<file path="src/rtl/cos_pkg.sv">
package cos_pkg;
  localparam logic [7:0] OFS_INPUT  = 8'h00;
  localparam logic [7:0] OFS_UP     = 8'h04;
  localparam logic [7:0] OFS_DOWN   = 8'h08;
  localparam logic [7:0] OFS_STATUS = 8'h0C;
  localparam logic [7:0] OFS_CTRL   = 8'h10;
  localparam int CTRL_EN_BIT  = 2;
  localparam int CTRL_AND_BIT = 1;
endpackage

</file>
<file path="src/rtl/cos_sync.sv">
module cos_sync #(
  parameter int W      = 32,
  parameter int STAGES = 2
) (
  input  logic         clk,
  input  logic         rst,
  input  logic [W-1:0] d,
  output logic [W-1:0] q,
  output logic [W-1:0] q_prev
);
  logic [W-1:0] pipe [STAGES];

  always_ff @(posedge clk) begin
    if (rst) begin
      for (int i = 0; i < STAGES; i++) pipe[i] <= '0;
      q_prev <= '0;
    end else begin
      pipe[0] <= d;
      for (int i = 1; i < STAGES; i++) pipe[i] <= pipe[i-1];
      q_prev <= pipe[STAGES-1];
    end
  end

  assign q = pipe[STAGES-1];
endmodule

</file>
<file path="src/rtl/cos_detect.sv">
module cos_detect #(
  parameter int          W    = 32,
  parameter logic [W-1:0] MASK = '1
) (
  input  logic         clk,
  input  logic         rst,
  input  logic [W-1:0] cur,
  input  logic [W-1:0] prev,
  input  logic [W-1:0] up_mask,
  input  logic [W-1:0] down_mask,
  input  logic         enable,
  input  logic         and_mode,
  output logic         trig
);
  logic [W-1:0] rise_hits, fall_hits, chan_en, level_ok;
  logic         edge_hit, cond_now, cond_prev, level_hit;

  always_comb begin
    rise_hits = cur & ~prev & up_mask & MASK;
    fall_hits = ~cur & prev & down_mask & MASK;
    edge_hit  = |(rise_hits | fall_hits);
    chan_en   = (up_mask | down_mask) & MASK;
    level_ok  = ((cur & up_mask) | (~cur & down_mask)) & chan_en;
    cond_now  = (chan_en != '0) && (level_ok == chan_en);
    level_hit = cond_now && !cond_prev;
    trig      = enable && (and_mode ? level_hit : edge_hit);
  end

  always_ff @(posedge clk) begin
    if (rst) cond_prev <= 1'b0;
    else     cond_prev <= cond_now;
  end
endmodule

</file>
<file path="src/rtl/cos_regs.sv">
module cos_regs
  import cos_pkg::*;
#(
  parameter int           W      = 32,
  parameter int           ADDR_W = 5,
  parameter logic [W-1:0] MASK   = '1
) (
  input  logic              clk,
  input  logic              rst,
  input  logic              wr,
  input  logic              rd,
  input  logic [ADDR_W-1:0] addr,
  input  logic [W-1:0]      wdata,
  output logic [W-1:0]      rdata,
  input  logic [W-1:0]      cur,
  input  logic              trig,
  output logic [W-1:0]      up_mask,
  output logic [W-1:0]      down_mask,
  output logic              enable,
  output logic              and_mode,
  output logic [W-1:0]      status,
  output logic              irq
);
  logic sel_up, sel_down, sel_ctrl, sel_status, sel_input;
  logic ack;
  logic [W-1:0] ctrl_word, rd_mux;

  assign sel_input  = addr == ADDR_W'(OFS_INPUT);
  assign sel_up     = addr == ADDR_W'(OFS_UP);
  assign sel_down   = addr == ADDR_W'(OFS_DOWN);
  assign sel_status = addr == ADDR_W'(OFS_STATUS);
  assign sel_ctrl   = addr == ADDR_W'(OFS_CTRL);
  assign ack        = wr && sel_ctrl && !wdata[CTRL_EN_BIT];

  always_comb begin
    ctrl_word = '0;
    ctrl_word[CTRL_EN_BIT]  = enable;
    ctrl_word[CTRL_AND_BIT] = and_mode;
    rd_mux = '0;
    if (sel_input)  rd_mux = cur;
    if (sel_up)     rd_mux = up_mask;
    if (sel_down)   rd_mux = down_mask;
    if (sel_status) rd_mux = status;
    if (sel_ctrl)   rd_mux = ctrl_word;
  end

  always_ff @(posedge clk) begin
    if (rst) begin
      up_mask   <= '0;
      down_mask <= '0;
      enable    <= 1'b0;
      and_mode  <= 1'b0;
      status    <= '0;
      irq       <= 1'b0;
      rdata     <= '0;
    end else begin
      if (wr && sel_up)   up_mask   <= wdata & MASK;
      if (wr && sel_down) down_mask <= wdata & MASK;
      if (wr && sel_ctrl) begin
        enable   <= wdata[CTRL_EN_BIT];
        and_mode <= wdata[CTRL_AND_BIT];
      end
      if (trig)                  status <= cur & MASK;
      else if (rd && sel_status) status <= '0;
      if (ack)       irq <= 1'b0;
      else if (trig) irq <= 1'b1;
      if (rd) rdata <= rd_mux;
    end
  end
endmodule

</file>
<file path="src/rtl/cos_irq_ctrl.sv">
module cos_irq_ctrl #(
  parameter int DATA_W      = 32,
  parameter int ADDR_W      = 5,
  parameter int CH_LO       = 4,
  parameter int CH_HI       = 19,
  parameter int SYNC_STAGES = 2
) (
  input  logic              clk,
  input  logic              rst,
  input  logic              bus_wr,
  input  logic              bus_rd,
  input  logic [ADDR_W-1:0] bus_addr,
  input  logic [DATA_W-1:0] bus_wdata,
  output logic [DATA_W-1:0] bus_rdata,
  input  logic [DATA_W-1:0] pins_in,
  output logic              irq
);
  localparam logic [DATA_W-1:0] ONE     = DATA_W'(1);
  localparam logic [DATA_W-1:0] CH_MASK =
    ((ONE << (CH_HI + 1)) - ONE) ^ ((ONE << CH_LO) - ONE);

  logic [DATA_W-1:0] sync_q, prev_q, up_q, down_q, status_q;
  logic              ctrl_en, ctrl_and, trig;

  cos_sync #(.W(DATA_W), .STAGES(SYNC_STAGES)) u_sync (
    .clk(clk), .rst(rst), .d(pins_in), .q(sync_q), .q_prev(prev_q)
  );

  cos_detect #(.W(DATA_W), .MASK(CH_MASK)) u_detect (
    .clk(clk), .rst(rst), .cur(sync_q), .prev(prev_q),
    .up_mask(up_q), .down_mask(down_q), .enable(ctrl_en),
    .and_mode(ctrl_and), .trig(trig)
  );

  cos_regs #(.W(DATA_W), .ADDR_W(ADDR_W), .MASK(CH_MASK)) u_regs (
    .clk(clk), .rst(rst), .wr(bus_wr), .rd(bus_rd), .addr(bus_addr),
    .wdata(bus_wdata), .rdata(bus_rdata), .cur(sync_q), .trig(trig),
    .up_mask(up_q), .down_mask(down_q), .enable(ctrl_en),
    .and_mode(ctrl_and), .status(status_q), .irq(irq)
  );
endmodule

</file>
<file path="config.mk">
export PLATFORM = sky130hd
export DESIGN_NAME = cos_irq_ctrl
export DESIGN_NICKNAME = d
export VERILOG_FILES = /design/src/rtl/cos_pkg.sv /design/src/rtl/cos_sync.sv /design/src/rtl/cos_detect.sv /design/src/rtl/cos_regs.sv /design/src/rtl/cos_irq_ctrl.sv
export SDC_FILE = /design/constraint.sdc
export NUM_CORES = 1
export LEC_CHECK = 0
export ABC_CLOCK_PERIOD_IN_PS = 2900
export CAP_MARGIN = 20
export CORE_MARGIN = 4
export CORE_UTILIZATION = 55
export CTS_CLUSTER_DIAMETER = 30
export DETAILED_ROUTE_END_ITERATION = 10
export PLACE_DENSITY = 0.8
export SETUP_SLACK_MARGIN = 0.3
export SLEW_MARGIN = 15
export SYNTH_ARGS = -nofsm -noshare
export SYNTH_HDL_FRONTEND = slang
export SYNTH_HIERARCHICAL = 1
export SYNTH_SLANG_ARGS = --single-unit
export TNS_END_PERCENT = 1
</file>
<file path="constraint.sdc">
create_clock -name clk -period 2.9 [get_ports clk]
set_input_delay 0.725 -clock clk [delete_from_list [all_inputs] [get_ports clk]]
set_output_delay 0.725 -clock clk [all_outputs]
set_load 0.02 [all_outputs]
</file>
### Word-level counts from Yosys, hierarchy flattened

Memory sizes are Yosys's and may differ from the RTL's.
Index checks and enable logic that the tools add are counted.

* reduce and logical (&&, ||, !) cells: 15
* mux-type cells: 13
* equal/unequal tests: 5
* bitwise logic cells: 14

Operators by type and width (number)
* 2-to-1 mux 32 bit: 7
* AND 32 x 20 -> 32 bit: 3
* AND 20 bit: 4
* 2-to-1 mux 20 bit: 2
* bitwise OR 20 bit: 2
* equality test 32 x 20 -> 1 bit: 1
* NOT 32 bit: 1
* bitwise OR 32 bit: 1
* nonzero test 32 bit: 1
* OR reduction 32 bit: 1
* NOT 20 bit: 1
* equality test 5 x 4 -> 1 bit (second input constant): 2
* logical AND 1 bit: 8
* equality test 5 x 3 -> 1 bit (second input constant): 1
* equality test 5 bit (second input constant): 1
* zero test 5 bit: 1
* 2-to-1 mux 1 bit: 4
* zero test 1 bit: 2
* bitwise OR 1 bit: 2
* nonzero test 2 bit: 1
* OR reduction 2 bit: 1

* bits in registers: 104
* bits in writable memories: 64
* bits of input ports: 73
* memories kept: 1
* logic and storage cells: 57

Memory list
* u_sync.pipe: words 2, bits a word 32, read ports 2, clocked after memory_dff 0, wr ports 2, RTL line cos_sync.sv:11 `logic [W-1:0] pipe [STAGES];`

### Longest topological paths before layout

Gate-level depths: netlist (run 1).
An unclocked memory read counts as a cell.

* depth in word-level cells: 11
* mapped depth: 11
* mapped depth without buffers: 9

### By module

The synthesis (run 1) kept the hierarchy.

Modules (own cells, without submodules)
* cos_regs: area each 4053.9 µm², seq. area each 1661.6 µm², cells each 473, times used 1
* cos_sync: area each 2840.2 µm², seq. area each 1921.8 µm², cells each 234, times used 1
* cos_detect: area each 719.4 µm², seq. area each 20.0 µm², cells each 128, times used 1

### Least setup slack after synthesis (run 1)

Ideal clock, no wire load.

* kind: register -> register
* start: memory u_sync.pipe[1][10] (netlist: u_sync/pipe[0][42])
* end: register u_regs.irq
* buffers on the path: 3
* stages on the path, launching flop included: 12
* data arrival time: 2136 ps
* slack: 633 ps
* required time: 2769 ps
* clock period less this slack: 2267 ps
* cells stage by stage: dfxtp_1 buf_4 nand3b_1 nand2_1 or4_1 a311oi_1 nand4_1 o2111a_1 clkbuf_1 clkbuf_1 nor2_1 nor3_1

RTL lines
* start, declared: RTL line cos_sync.sv:11
* end signal, assigned: RTL line cos_regs.sv:54 `irq <= 1'b0;`
* end signal, assigned: RTL line cos_regs.sv:65 `if (ack) irq <= 1'b0;`
* end signal, assigned: RTL line cos_regs.sv:66 `else if (trig) irq <= 1'b1;`
* end, declared: RTL line cos_regs.sv:22 `output logic irq`

==> impl_metrics.py, run 1 <==
metrics = {
    "worst_setup_path": {
        "cp-startpoint": "u_sync/pipe[0][42]",
        "crit_fanout": 33,
        "r2r-start": "u_sync/pipe[0][42]",
        "endpoint_kind": "register",
        "r2r-end": "u_regs/status[4]",
        "startpoint_type": "register",
        "reg2reg_setup_slack_ns": 0.50,
        "critPathArrivalTime_ns": 2.75,
        "path_class": "reg2reg",
        "crit_required_ns": 3.24,
        "ff2ff_path_depth": 10,
    },
    "place": {
        "place_ws_ns": 0.390,
        "place_congestion": 0.889,
        "io_buffers": 91,
        "hpwl_um": 11100,
        "dp.cells": 949,
    },
    "sta": {
        "fin_setup_tns_ns": 0,
        "setup_viol": 0,
        "rsz0062_at_grt": "no",
        "drv_slew": 0,
        "final.period_utilization_pct": 82.8,
        "finalHoldViolCount": 0,
        "max_slew.worst_pin.slew_ns": 0.745,
        "slew_headroom_pct": 50.3,
        "max_freq_mhz": 416,
        "period_minus_slack_ns": 2.40,
        "setup_slack_ns": 0.498,
        "fin_worst_skew_ns": 0.00833,
    },
    "floorplan": {
        "die-area_um2": 14200,
        "rows": 40,
        "coreArea_um2": 12100,
        "start_util_pct": 56.5,
        "boundaryPins": 106,
        "die_w_um": 119,
        "die_y_um": 119,
    },
    "clock_network": {
        "clk_pin_slew_ns": 0.06,
        "cts_buffers": 17,
        "cts-root-buf": "clkbuf_16",
        "holdBufCountCts": 0,
        "clock_sinks": 164,
        "cts_setup_buffers": 0,
        "cts_tree": "done",
        "h-tree-depth": 4,
        "cts_buffer_depth": 2,
        "cts_resized": 0,
        "clock_latency_ns": 0.42,
    },
    "min_path": {
        "worstHoldPathType": "reg2reg",
        "holdPathStages": 1,
        "min_to": "u_sync/pipe[0][54]",
        "worstHoldStart": "u_sync/pipe[0][22]",
    },
    "route": {
        "firstDrtPassIters": 5,
        "drtAntennaViolNets": 0,
        "vias": 5669,
        "drt_iter0_drc": 691,
        "post-route-drc-count": 0,
        "wl_um": 16600,
        "wl_per_cell_um": 16.9,
        "vias_per_cell": 5.78,
    },
    "cells_and_area": {
        "fin_cells": 980,
        "layout_commonest_cell": "dfxtp_1",
        "area_growth_pct": 20.0,
        "fill_cells": 938,
        "drive_gt1_share_pct": 8.37,
        "nets": 873,
        "final_cell_mix": "dfxtp_1, nor2b_1, clkdlybuf4s50_1",
        "fin_util_pct": 67.8,
        "antenna_cells": 0,
    },
    "flow_run": {
        "drv_cap": 0,
    },
    "global_route": {
        "grt_start_max_net_pins": 126,
        "grt_overflow": 0,
        "grt_pass1_wl_um": 26100,
        "grt_pass1_vias": 5085,
        "grt_use_total_pct": 23.0,
        "antenna_found_initial": 0,
    },
    "power": {
        "p_comb_share_pct": 6.6,
        "switching_share_pct": 23.3,
        "p_seq_share_pct": 49.9,
        "power.share.clock_pct": 43.5,
        "p_int_w": 0.00361,
        "power_density_nw_per_um2": 575,
        "p_sw_w": 0.00110,
        "vdd_ir_drop_max_v": 0.000408,
        "finalPower_w": 0.00471,
        "p_leak_nw": 2.98,
    },
    "synth": {
        "avgSynthCellArea_um2": 9.05,
        "synth_cells": 753,
        "syn_area_um2": 6820,
        "yosysWarnings": 6,
        "syn_nets": 826,
    },
    "outcome": {
        "status": "complete, no violations",
    },
}
## metrics by stage
stage	cell area (µm²)	hold WS, ns
floorplan	6820	0.414
global placement	7610	0.420
detailed placement	7610	0.420
CTS	8150	0.435
global route	8180	0.450
finish	8180	0.436
## state kept, by name (all words and copies together), names as in the netlist, 16 cells and up
name              count
u_sync/pipe          64
u_regs/down_mask     16
u_sync/q_prev        16
u_regs/up_mask       16
u_regs/status        16
u_regs/rdata         32
## worst max-delay path by stage
stage	to	cells after the start	slack [ns]
6_report	u_regs/status[4]	10	0.50
4_1_cts	u_regs/status[16]	10	0.39
2_1_floorplan	u_regs/irq	11	0.63
3_3_place_gp	u_regs/rdata[11]	5	0.43
3_5_place_dp	u_regs/rdata[19]	5	0.39
5_1_grt	u_regs/status[5]	10	0.30
## critical path, stage by stage (launching register included)
cell      delay, ns
dfxtp_4        0.39
nand3b_1       0.14
nand2_1        0.07
or4_1          0.53
a311oi_2       0.29
nand4_1        0.14
o2111a_1       0.18
buf_6          0.19
nor2b_1        0.12
o21ai_0        0.10
a21oi_1        0.16
## power groups by stage
stage	clock network, W	logic, W	registers, W
global placement	0	0.000299	0.00239
floorplan	0	0.000197	0.00238
finish	0.00205	0.000311	0.00235
CTS	0.00208	0.000306	0.00235
global route	0.00217	0.000334	0.00235
detailed placement	0	0.000304	0.00240
## layout make-up
| cell class | count | area (µm²) | area share, % |
|---|---|---|---|
| Timing Repair Buffer | 109 | 1050 | 12.9 |
| Tap cell | 168 | 210 | 2.57 |
| Sequential cell | 164 | 3290 | 40.2 |
| Clock inverter | 12 | 95.1 | 1.16 |
| Inverter | 3 | 11.3 | 0.138 |
| Multi-Input combinational cell | 505 | 3070 | 37.5 |
| Clock buffer | 19 | 453 | 5.54 |
## metal layers
metal	wire (µm)	GRT usage, %	vias to the layer above
li1	-	-	2699
met1	6850	31.2	2601
met2	7830	35.4	331
met3	1620	5.79	38
met4	303	8.52	0
met5	0	0	-
(Power assumes the default switching activity.)
==> run 2, diff against run 1 <==
--- a/config.mk
+++ b/config.mk
@@ -5,7 +5,7 @@
 export SDC_FILE = /design/constraint.sdc
 export NUM_CORES = 1
 export LEC_CHECK = 0
-export ABC_CLOCK_PERIOD_IN_PS = 2900
+export ABC_CLOCK_PERIOD_IN_PS = 2500
 export CAP_MARGIN = 20
 export CORE_MARGIN = 4
 export CORE_UTILIZATION = 55
==> constraint.sdc (replaced) <==
create_clock -name clk -period 2.5 [get_ports clk]
set_input_delay 0.625 -clock clk [delete_from_list [all_inputs] [get_ports clk]]
set_output_delay 0.625 -clock clk [all_outputs]
set_load 0.02 [all_outputs]
==> impl_metrics.py, run 2 (synthesis results as in run 1) <==
metrics = {
    "route": {
        "post-route-drc-count": 0,
        "drtAntennaViolNets": 0,
        "vias_per_cell": 5.89,
        "wl_um": 17600,
        "firstDrtPassIters": 7,
        "vias": 5818,
        "drt_iter0_drc": 775,
        "wl_per_cell_um": 17.9,
    },
    "floorplan": {
        "die-area_um2": 14200,
        "start_util_pct": 56.5,
        "boundaryPins": 106,
        "rows": 40,
        "coreArea_um2": 12100,
        "die_w_um": 119,
        "die_y_um": 119,
    },
    "clock_network": {
        "cts_buffers": 17,
        "clk_pin_slew_ns": 0.06,
        "clock_sinks": 164,
        "h-tree-depth": 4,
        "cts_buffer_depth": 2,
        "holdBufCountCts": 0,
        "cts-root-buf": "clkbuf_16",
        "clock_latency_ns": 0.43,
        "cts_tree": "done",
    },
    "place": {
        "placed_cell_area_um2": 7680,
        "place_congestion": 0.890,
        "place_ws_ns": -0.00333,
        "hpwl_um": 11500,
        "io_buffers": 91,
    },
    "cells_and_area": {
        "final_cell_mix": "dfxtp_1, nor2b_1, clkdlybuf4s50_1",
        "multi_input_area_um2": 3080,
        "area_growth_pct": 23.1,
        "finalInstanceArea_um2": 8390,
        "reg_top3": "u_sync/pipe (64), u_regs/rdata (32)",
        "antenna_cells": 0,
        "layout_commonest_cell": "dfxtp_1",
        "nets": 881,
        "top_register": "u_sync/pipe",
        "layout.area.seq_um2": 3310,
        "largest_reg_flops": 64,
        "fill_cells": 941,
        "drive_gt1_share_pct": 11.0,
    },
    "worst_setup_path": {
        "path_class": "reg2reg",
        "slowest_stage": "or4_4",
        "cp_cell_sequence": "nand3b_1 > nand2_1 > or4_4 > a311oi_2 > nand4_1 > o2111a_2 > buf_12 > nor2b_1 > o21ai_0 > a21oi_1",
        "crit_required_ns": 2.85,
        "reg2reg_setup_slack_ns": 0.28,
        "crit_fanout": 17,
        "critPathArrivalTime_ns": 2.57,
        "critPathMaxStageDelay_ns": 0.53,
        "startpoint_type": "register",
        "endpoint_kind": "register",
    },
    "global_route": {
        "grt_overflow": 0,
        "grt_pass1_wl_um": 27700,
        "grt_start_max_net_pins": 79,
        "grt_use_total_pct": 24.5,
        "grt_pass1_vias": 5344,
        "antenna_found_initial": 0,
    },
    "sta": {
        "max_slew.worst_pin.slew_ns": 0.780,
        "fin_worst_skew_ns": 0.0110,
        "max_freq_mhz": 450,
        "slew_headroom_pct": 48.0,
        "rsz0062_at_grt": "yes",
        "setup_viol": 0,
        "setup_slack_ns": 0.277,
        "period_minus_slack_ns": 2.22,
        "final.period_utilization_pct": 88.9,
        "drv_slew": 0,
        "finalHoldViolCount": 0,
    },
    "flow_run": {
        "drv_cap": 0,
    },
    "power": {
        "finalPower_w": 0.00581,
        "p_leak_nw": 3.08,
        "power_density_nw_per_um2": 692,
        "vdd_ir_drop_max_v": 0.000464,
    },
    "min_path": {
        "worstHoldPathType": "reg2reg",
    },
    "outcome": {
        "status": "complete, no violations",
    },
}
[run 2: path summary, 6_finish.rpt]
check                     startpoint                 end  cells after the start
hold reg to reg   u_sync/pipe[0][17]  u_sync/pipe[0][49]                      1
setup / recovery  u_sync/pipe[0][40]   u_regs/status[12]                     10
hold / removal    u_sync/pipe[0][17]  u_sync/pipe[0][49]                      1
setup reg to reg  u_sync/pipe[0][40]   u_regs/status[12]                     10
[run 2: per-layer routing]
layer / routed length, µm / part of all wire (%) / GRT usage [%]
met1: 7430 / 42 / 32.5
met3: 1550 / 8.8 / 7.12
met4: 388 / 2.2 / 9.52
met2: 8270 / 47 / 37.9
met5: 0 / 0 / 0
[run 2: area by class of cell]
class,count,share of cell area (%)
Timing Repair Buffer,117,14.0
Tap cell,168,2.50
Multi-Input combinational cell,505,36.6
Sequential cell,164,39.4
Clock buffer,19,5.40
Clock inverter,12,1.97
Inverter,3,0.134
[run 2: critical path, delay by kind of cell (launching register included)]
kind                   cells  cell delay, ns
buffers and inverters      1            0.16
AOI/OAI and AO/OA          4            0.64
and+or+nand+nor            5            0.97
DFF                        1            0.37
[run 2: metrics by stage]
step                utilization [%]  TNS [ns]  hold WS (ns)  std cells
floorplan                         -         0         0.414        753
global placement               63.6         0         0.418        955
detailed placement             63.6  -0.00333         0.420        955
CTS                            69.5         0         0.435        988
global route                   69.6         0         0.446        988
finish                         69.6         0         0.434        988
[run 2: power breakdown]
part           switching [W]  internal, W
combinational       0.000191     0.000187
sequential         0.0000429      0.00268
clock                0.00107      0.00164
[run 2: timing repair]
action	CTS	global route
cloned	1	0
hold endpoints to repair	0	0
pin swaps	4	3
gates resized for setup	16	6
buffers inserted	1	0
setup endpoints to repair	17	17
==> run 3, diff against run 2 <==
--- a/config.mk
+++ b/config.mk
@@ -5,17 +5,17 @@
 export SDC_FILE = /design/constraint.sdc
 export NUM_CORES = 1
 export LEC_CHECK = 0
+export ABC_AREA = 1
 export ABC_CLOCK_PERIOD_IN_PS = 2500
 export CAP_MARGIN = 20
 export CORE_MARGIN = 4
-export CORE_UTILIZATION = 55
+export CORE_UTILIZATION = 53
 export CTS_CLUSTER_DIAMETER = 30
 export DETAILED_ROUTE_END_ITERATION = 10
-export PLACE_DENSITY = 0.8
+export PLACE_DENSITY = 0.79
 export SETUP_SLACK_MARGIN = 0.3
 export SLEW_MARGIN = 15
 export SYNTH_ARGS = -nofsm -noshare
 export SYNTH_HDL_FRONTEND = slang
-export SYNTH_HIERARCHICAL = 1
 export SYNTH_SLANG_ARGS = --single-unit
 export TNS_END_PERCENT = 1
==> impl_metrics.py, run 3 <==
metrics = {
    "outcome": {
        "status": "complete, no violations",
    },
    "cells_and_area": {
        "finalInstanceArea_um2": 8080,
        "antenna_cells": 0,
        "largest_reg_flops": 64,
        "final_cell_mix": "dfxtp_1, inv_1, nand2_1",
        "reg_top3": "u_sync.pipe (64), u_regs.rdata (32)",
        "top_register": "u_sync.pipe",
        "drive_gt1_share_pct": 7.25,
        "layout_commonest_cell": "dfxtp_1",
        "fin_cells": 1108,
        "nets": 1025,
        "fin_util_pct": 69.3,
        "area_growth_pct": 25.7,
    },
    "worst_setup_path": {
        "crit_required_ns": 1.88,
        "slowest_stage": "clkdlybuf4s50_1",
        "startpoint_type": "register",
        "cp_cell_sequence": "clkdlybuf4s50_1",
        "critPathMaxStageDelay_ns": 0.65,
        "path_class": "reg2out",
        "crit_fanout": 2,
        "endpoint_kind": "output pin",
        "crit_buf_inv": 1,
        "reg2reg_setup_slack_ns": 0.62,
        "critPathArrivalTime_ns": 1.42,
        "critPathTopFamily": "buffers and inverters",
    },
    "power": {
        "power_density_nw_per_um2": 708,
        "p_leak_nw": 3.37,
        "finalPower_w": 0.00572,
        "vdd_ir_drop_max_v": 0.000783,
    },
    "synth": {
        "synth_area_leaders": "dfxtp_1, inv_1, nand2_1",
        "synth_cells": 867,
        "synth-main-ff-cell": "dfxtp_1",
        "yosysTopAreaCell": "dfxtp_1",
        "yosysSeqAreaShare_pct": 51.1,
        "avgSynthCellArea_um2": 7.42,
        "synth_edf_count": 0,
        "netlist.area_leader.share_pct": 51.1,
        "postSynth.asyncResetShare_pct": 0,
        "synth_common_cells": "dfxtp_1, inv_1, nand2_1",
        "synth-seq-cells": 164,
        "syn_area_um2": 6430,
        "syn_nets": 940,
        "yosysMostFrequentCell": "dfxtp_1",
        "synth.lib_cells_used.distinct": 27,
        "yosysWarnings": 0,
    },
    "clock_network": {
        "cts_tree": "done",
        "cts_buffer_depth": 2,
        "cts_resized": 0,
        "clk_pin_slew_ns": 0.07,
        "cts-root-buf": "clkbuf_16",
        "cts_setup_buffers": 0,
        "h-tree-depth": 4,
        "cts_buffers": 17,
        "clock_sinks": 164,
        "clock_latency_ns": 0.43,
        "holdBufCountCts": 0,
    },
    "global_route": {
        "grt_overflow": 0,
        "grt_start_max_net_pins": 128,
        "grt_use_total_pct": 23.6,
        "grt_pass1_wl_um": 26600,
        "grt_pass1_vias": 5516,
        "antenna_found_initial": 0,
    },
    "sta": {
        "slew_headroom_pct": 62.0,
        "drv_slew": 0,
        "rsz0062_at_grt": "no",
        "setup_viol": 0,
        "period_minus_slack_ns": 2.05,
        "fin_worst_skew_ns": 0.00740,
        "final.period_utilization_pct": 81.9,
        "max_freq_mhz": 488,
        "fin_setup_tns_ns": 0,
        "max_slew.worst_pin.slew_ns": 0.570,
        "finalHoldViolCount": 0,
    },
    "place": {
        "hpwl_um": 10800,
        "placed_cell_area_um2": 7480,
        "place_congestion": 0.880,
        "dp.cells": 1076,
        "io_buffers": 91,
    },
    "route": {
        "vias_per_cell": 5.26,
        "wl_per_cell_um": 14.6,
        "firstDrtPassIters": 5,
        "wl_um": 16200,
        "route.top_layer_used": "met4",
        "drtAntennaViolNets": 0,
        "drt_iter0_drc": 491,
        "wl_met1_um": 6920,
        "met3WireLength_um": 1080,
        "post-route-drc-count": 0,
        "vias": 5826,
        "wl_met2_um": 7750,
    },
    "floorplan": {
        "die_w_um": 118,
        "start_util_pct": 55.1,
        "boundaryPins": 106,
        "coreArea_um2": 11700,
        "die_y_um": 118,
        "die-area_um2": 14000,
        "rows": 39,
    },
    "flow_run": {
        "drv_cap": 0,
    },
    "min_path": {
        "worstHoldPathType": "reg2reg",
    },
}
run 3: metrics by stage:
stage | setup WS (ns) | hold slack (ns)
finish | 0.453 | 0.399
global route | 0.410 | 0.414
CTS | 0.431 | 0.403
detailed placement | 0.184 | 0.393
global placement | 0.208 | 0.389
floorplan | 0.802 | 0.388
run 3: cell type report:
class,count,area (µm²)
repair buffers,104,1030
flip-flops and latches,164,3280
fillers,979,3580
clock buffers,18,439
inverters,151,567
multi-input cells,514,2420
well taps,143,179
clock inverters,14,166
run 3: worst register-to-register path: stages (launching register included):
cell and delay [ns]:
dfxtp_1 0.35, nand2_1 0.08, or2_0 0.27, o211ai_1 0.13, nor2_1 0.08, nand3_1 0.12
nand2_1 0.07, inv_2 0.27, nand2_4 0.22, nand3_1 0.13, nand2_1 0.05
run 3: metal layers:
layer / track usage, % / vias up
met5: 0 / -
li1: - / 2918
met3: 6.26 / 35
met2: 38.6 / 197
met4: 10.5 / 0
met1: 29.3 / 2676
run 3: worst paths after layout:
path         cells past startpoint                from                  to
min                              2  u_sync.pipe[0][20]  u_sync.pipe[0][52]
max reg2reg                     10  u_regs.up_mask[15]   u_regs.status[18]
max                              1    u_regs.rdata[19]       bus_rdata[19]
min reg2reg                      2  u_sync.pipe[0][20]  u_sync.pipe[0][52]
run 3: power by group:
group	leakage (nW)	switching (W)	internal, W
Sequential	1.34	0.0000304	0.00268
Clock	0.294	0.00112	0.00153
Combinational	1.74	0.000196	0.000157
Total	3.37	0.00135	0.00437
run 3: kinds of logic after synthesis:
logic type             Yosys count  synth area share, %
and+or+nand+nor                358                 23.8
buffers and inverters          189                 11.4
AOI/OAI and AO/OA              156                 13.8
DFF                            164                 51.1
